File: src/rtl/cfirq_pkg.sv
package cfirq_pkg;
    localparam int LOC_W_DEF  = 12;
    localparam int GLB_W      = 2;
    localparam int ADDR_W_DEF = 3;
    localparam logic [LOC_W_DEF-1:0] LOC_IMPL_DEF = 12'hF0F;

    localparam int OFF_LPEND = 0;
    localparam int OFF_LMASK = 1;
    localparam int OFF_GPEND = 2;
    localparam int OFF_GSTEN = 3;
    localparam int OFF_GSGEN = 4;

    typedef struct packed {
        logic irq;
    } out_state_t;
endpackage

File: src/rtl/cfirq_w1c_bank.sv
module cfirq_w1c_bank #(
    parameter int           W    = 12,
    parameter logic [W-1:0] IMPL = '1
) (
    input  logic         clk,
    input  logic         rst_n,
    input  logic [W-1:0] set_i,
    input  logic [W-1:0] clr_i,
    output logic [W-1:0] q_o
);
    logic [W-1:0] pend_d, pend_q;

    // new events take priority over a clear in the same cycle
    always_comb begin
        pend_d = ((pend_q & ~clr_i) | set_i) & IMPL;
    end

    always_ff @(posedge clk) begin
        if (!rst_n) pend_q <= '0;
        else        pend_q <= pend_d;
    end

    assign q_o = pend_q;
endmodule

File: src/rtl/cfirq_rw_bank.sv
module cfirq_rw_bank #(
    parameter int           W    = 12,
    parameter logic [W-1:0] IMPL = '1
) (
    input  logic         clk,
    input  logic         rst_n,
    input  logic         we_i,
    input  logic [W-1:0] wdata_i,
    output logic [W-1:0] q_o
);
    logic [W-1:0] val_d, val_q;

    always_comb begin
        val_d = val_q;
        if (we_i) val_d = wdata_i & IMPL;
    end

    always_ff @(posedge clk) begin
        if (!rst_n) val_q <= '0;
        else        val_q <= val_d;
    end

    assign q_o = val_q;
endmodule

File: src/rtl/cf_irq_aggregator.sv
module cf_irq_aggregator
    import cfirq_pkg::*;
#(
    parameter int               LOC_W    = LOC_W_DEF,
    parameter logic [LOC_W-1:0] LOC_IMPL = LOC_IMPL_DEF,
    parameter int               ADDR_W   = ADDR_W_DEF
) (
    input  logic              clk,
    input  logic              rst_n,
    input  logic [LOC_W-1:0]  evt_i,
    input  logic              peer_req_i,
    input  logic              reg_we_i,
    input  logic [ADDR_W-1:0] reg_addr_i,
    input  logic [LOC_W-1:0]  reg_wdata_i,
    output logic [LOC_W-1:0]  reg_rdata_o,
    output logic              irq_o
);
    localparam int NGATE = 2;

    logic [LOC_W-1:0] lsts_q, len_q, lclr;
    logic [GLB_W-1:0] gsts_q, gsen_q, gsig_q, gclr, gset;
    logic [GLB_W-1:0] gate_q [NGATE];
    logic             we_lpend, we_lmask, we_gpend;
    logic             local_req;
    out_state_t       st_d, st_q;

    assign we_lpend = reg_we_i && (reg_addr_i == ADDR_W'(OFF_LPEND));
    assign we_lmask = reg_we_i && (reg_addr_i == ADDR_W'(OFF_LMASK));
    assign we_gpend = reg_we_i && (reg_addr_i == ADDR_W'(OFF_GPEND));

    assign lclr = we_lpend ? reg_wdata_i : '0;
    assign gclr = we_gpend ? reg_wdata_i[GLB_W-1:0] : '0;

    cfirq_w1c_bank #(.W(LOC_W), .IMPL(LOC_IMPL)) u_lpend (
        .clk(clk), .rst_n(rst_n), .set_i(evt_i), .clr_i(lclr), .q_o(lsts_q)
    );

    cfirq_rw_bank #(.W(LOC_W), .IMPL(LOC_IMPL)) u_lmask (
        .clk(clk), .rst_n(rst_n), .we_i(we_lmask), .wdata_i(reg_wdata_i), .q_o(len_q)
    );

    assign local_req = |(lsts_q & len_q);
    assign gset      = {peer_req_i, local_req};

    cfirq_w1c_bank #(.W(GLB_W), .IMPL({GLB_W{1'b1}})) u_gpend (
        .clk(clk), .rst_n(rst_n), .set_i(gset), .clr_i(gclr), .q_o(gsts_q)
    );

    // status gate at OFF_GSTEN, signal gate at OFF_GSGEN
    for (genvar g = 0; g < NGATE; g++) begin : g_gate
        logic we_gate;
        assign we_gate = reg_we_i && (reg_addr_i == ADDR_W'(OFF_GSTEN + g));
        cfirq_rw_bank #(.W(GLB_W), .IMPL({GLB_W{1'b1}})) u_gate (
            .clk(clk), .rst_n(rst_n), .we_i(we_gate),
            .wdata_i(reg_wdata_i[GLB_W-1:0]), .q_o(gate_q[g])
        );
    end

    assign gsen_q = gate_q[0];
    assign gsig_q = gate_q[1];

    always_comb begin
        st_d     = st_q;
        st_d.irq = |(gsts_q & gsen_q & gsig_q);
    end

    always_ff @(posedge clk) begin
        if (!rst_n) st_q <= '0;
        else        st_q <= st_d;
    end

    assign irq_o = st_q.irq;

    always_comb begin
        reg_rdata_o = '0;
        case (reg_addr_i)
            ADDR_W'(OFF_LPEND): reg_rdata_o = lsts_q;
            ADDR_W'(OFF_LMASK): reg_rdata_o = len_q;
            ADDR_W'(OFF_GPEND): reg_rdata_o[GLB_W-1:0] = gsts_q;
            ADDR_W'(OFF_GSTEN): reg_rdata_o[GLB_W-1:0] = gsen_q;
            ADDR_W'(OFF_GSGEN): reg_rdata_o[GLB_W-1:0] = gsig_q;
            default:            reg_rdata_o = '0;
        endcase
    end
endmodule

File: config.mk
export PLATFORM = sky130hd
export DESIGN_NAME = cf_irq_aggregator
export DESIGN_NICKNAME = d
export VERILOG_FILES = /design/src/rtl/cfirq_pkg.sv /design/src/rtl/cfirq_w1c_bank.sv /design/src/rtl/cfirq_rw_bank.sv /design/src/rtl/cf_irq_aggregator.sv
export SDC_FILE = /design/constraint.sdc
export NUM_CORES = 1
export LEC_CHECK = 0
export CAP_MARGIN = 20
export CORE_MARGIN = 1
export CORE_UTILIZATION = 47
export CTS_CLUSTER_SIZE = 14
export DETAILED_ROUTE_END_ITERATION = 16
export PLACE_DENSITY = 0.89
export SLEW_MARGIN = 20
export SYNTH_ARGS = -nofsm -noshare
export SYNTH_HDL_FRONTEND = slang
export SYNTH_SLANG_ARGS = --single-unit
export TNS_END_PERCENT = 30
File: constraint.sdc
create_clock -name clk -period 4.4 [get_ports clk]
set_input_delay 1.32 -clock clk [delete_from_list [all_inputs] [get_ports clk]]
set_output_delay 1.32 -clock clk [all_outputs]
set_load 0.03 [all_outputs]
==> out/qor.txt <==
RSZ-0062 raised after global routing -> no
Post-Synth Simple-Gate Area -> 17.09%
Synth top cells by count -> 23 x dfxtp_1, 18 x mux2i_1, 12 x nor2b_1
Final Util -> 64.81%
Max-Cap Viols -> 0
Yosys reg bits -> 23
die height -> 52.08 um
Power Density -> 266.5 nW/um^2
r2r worst-path depth -> 3
XOR/XNOR Fraction of Synth Area -> 0%
CTS Hold Bufs -> 0
IO Count -> 44
Synth Flop Type -> dfxtp_1
fin area -> 1489 um^2
first-pass GRT wire length -> 4098 um
vias in the first global route -> 961
area of the multi-input gates -> 639.4 um^2
DR vias/cell -> 5.370
Vias -> 929
TritonCTS Buffers -> 3
CTS tree -> built
Antenna Cells -> 0
postcts setup bufs -> 0
Tot Pwr -> 396.9 uW
clock-pin slew on the worst setup and hold paths -> 0.12 ns
aggregate routed wire length -> 2375 um
final setup fails -> 0
Most Crowded Layer GR -> met2
warnings from Yosys -> 0
largest net degree at the start of global routing -> 24
Yosys top cell area share -> 39.07%
largest family of logic cells by synthesized area -> multiplexers
critical path class -> input pin to output pin
1st-iter DRT viols -> 6
initial antenna violation count -> 0
synthesized area per cell -> 10.34 um^2
layout cell share with drive strength beyond 1 -> 14.48%
max incr delay on CP -> 0.57 ns
Placed Area -> 1463 um^2
LEAKAGE -> 0.5622 nW
gr usage total -> 20.32%
hold depth -> 2
Clock Path Buffers -> 2
status -> completed
Die Width -> 52.08 um
Pre-antenna DRT Iters -> 3
Post-synth EDFFs -> 0
H-tree Lvls -> 1
Max IR drop VDD -> 196.9 uV
post-synthesis cell type count -> 23
Setup crit end kind -> output pin
WL/cell -> 13.73 um
worst hold slack -> 0.5270 ns
fin crit share -> 91.53%
Register Area -> 460.4 um^2
Clock Skews -> 0.003391 ns
Clock Sinks -> 23
Placeable Area -> 2297 um^2
Final nets -> 177
met2 Track Usage GR -> 36.54%
Setup crit start kind -> input pin
fraction of the mapped netlist area in adder cells -> 0%
Async SR Flop Fraction -> 0%
port bufs -> 31
fin crit period -> 4.027 ns
count leader, synth -> dfxtp_1
Final Hold Fails -> 0
row count -> 17
synth top area cells -> dfxtp_1 39%, mux2i_1 15%, nor2b_1 6.4%, o21a_1 6.4%, a21boi_0 5.7%
worst hold path class -> flip-flop to flip-flop
GR Util met1 -> 24.55%
DR DRC count -> 0
synthesized cell area -> 1179 um^2
gp weighted congestion -> 0.7781
Synth area leader -> dfxtp_1
GRT Residual Overflow -> 0
Slew Limit Fails -> 0
Initial Utilization -> 51.31%
Area Overhead vs Synth -> 26.33%
worst-path cell chain -> clkdlybuf4s50_1, mux4_2, inv_1, o21ai_0, buf_4
DRT antenna net count -> 0
Slowest-stage cell, CP -> clkdlybuf4s50_1
Worst-Skew Late Latency -> 0.31 ns
Achievable Freq -> 0.2483 GHz
routing usage on met3 -> 2.632%
setup TNS -> 0 ns
Max-Slew Margin vs Limit -> 55.16%
CP arrival -> 2.71 ns
Synth Area in Compound Gates -> 16.77%
Detail Placement HPWL -> 1795 um
Root Buffer -> clkbuf_4
register area share after synthesis -> 39.07%
Required @ worst endpoint -> 3.08 ns
Gate Count Post-Synth -> 114
DIE AREA -> 2712 um^2
mux contribution to synthesized area -> 19.11%
Slew @ Worst Pin -> 0.6705 ns
CTS resizes -> 0
fillers -> 197
Max FO, Critical Path -> 3
-- cell families (layout without fill, tap and decap cells) --
logic type	count (synthesis)	after routing
AO/OA/AOI/OAI	27	27
buffers and inverters	13	41
multiplexers	20	20
other	1	4
AND/OR/NAND/NOR	30	30
flip-flops	23	23
-- cells in the final DEF (no fill, tap or decap) --
cell type,Yosys,final
nor4bb_1,1,1
dfxtp_1,23,23
nand4_1,1,1
buf_4,5,12
a21boi_0,9,9
mux4_2,2,2
clkbuf_4,0,3
clkbuf_1,2,1
mux2i_1,18,18
and4bb_2,2,2
o21a_1,10,10
clkdlybuf4s50_1,0,23
nor2b_1,12,12
nor4b_4,1,1
or2_2,1,1
nand4b_1,1,1
conb_1,1,4
nor2_1,7,7
inv_1,2,2
nand3_1,4,4
a22oi_1,4,4
a21boi_1,2,2
o21ai_0,2,2
-- worst paths after layout --
path	start	to	slack [ns]
worst max register to register	u_lpend.q_o[2]	u_gpend.q_o[0]	3.43
worst max-delay path	reg_addr_i[1]	reg_rdata_o[0]	0.37
worst min register to register	u_gpend.q_o[1]	irq_o	0.53
worst min-delay path	u_gpend.q_o[1]	irq_o	0.53
-- per-stage QoR --
step,worst slack [ns],cells
after floorplan,0.6175,117
after global placement,0.3735,169
after detailed placement,0.3758,169
final,0.3729,173
after CTS,0.3710,173
after global routing,0.3057,173
-- per-layer routing --
metal	vias to the layer above	wire length (um)
li1	465	-
met1	427	1096
met2	32	1139
met3	5	93
met4	0	46
met5	-	0
-- registers in the layout, summed over array words and instances (netlist names) --
register / cells
u_lpend.q_o: 8
g_gate.u_gate.q_o: 4
u_gpend.q_o: 2
irq_o: 1
u_lmask.q_o: 8
-- final cells by class --
cell class	count	area share (%)
sequential	23	30.92
clock buffer	4	1.765
tap	28	2.353
multi-input combinational	81	42.94
timing repair buffer	35	21.51
inverter	2	0.5042
-- power breakdown --
part	leakage [nW]	internal (mW)	switching, mW	total [mW]
Clock	0.0150	0.0355	0.0630	0.0985
Combinational	0.358	0.0417	0.0331	0.0748
Sequential	0.189	0.217	0.00630	0.224
-- critical path: cells and delay by family --
kind / cells / cell delay, ns
AO/OA/AOI/OAI: 1 / 0.07
multiplexers: 1 / 0.52
buffers and inverters: 3 / 0.80
Power figures use the tool's default switching activity.
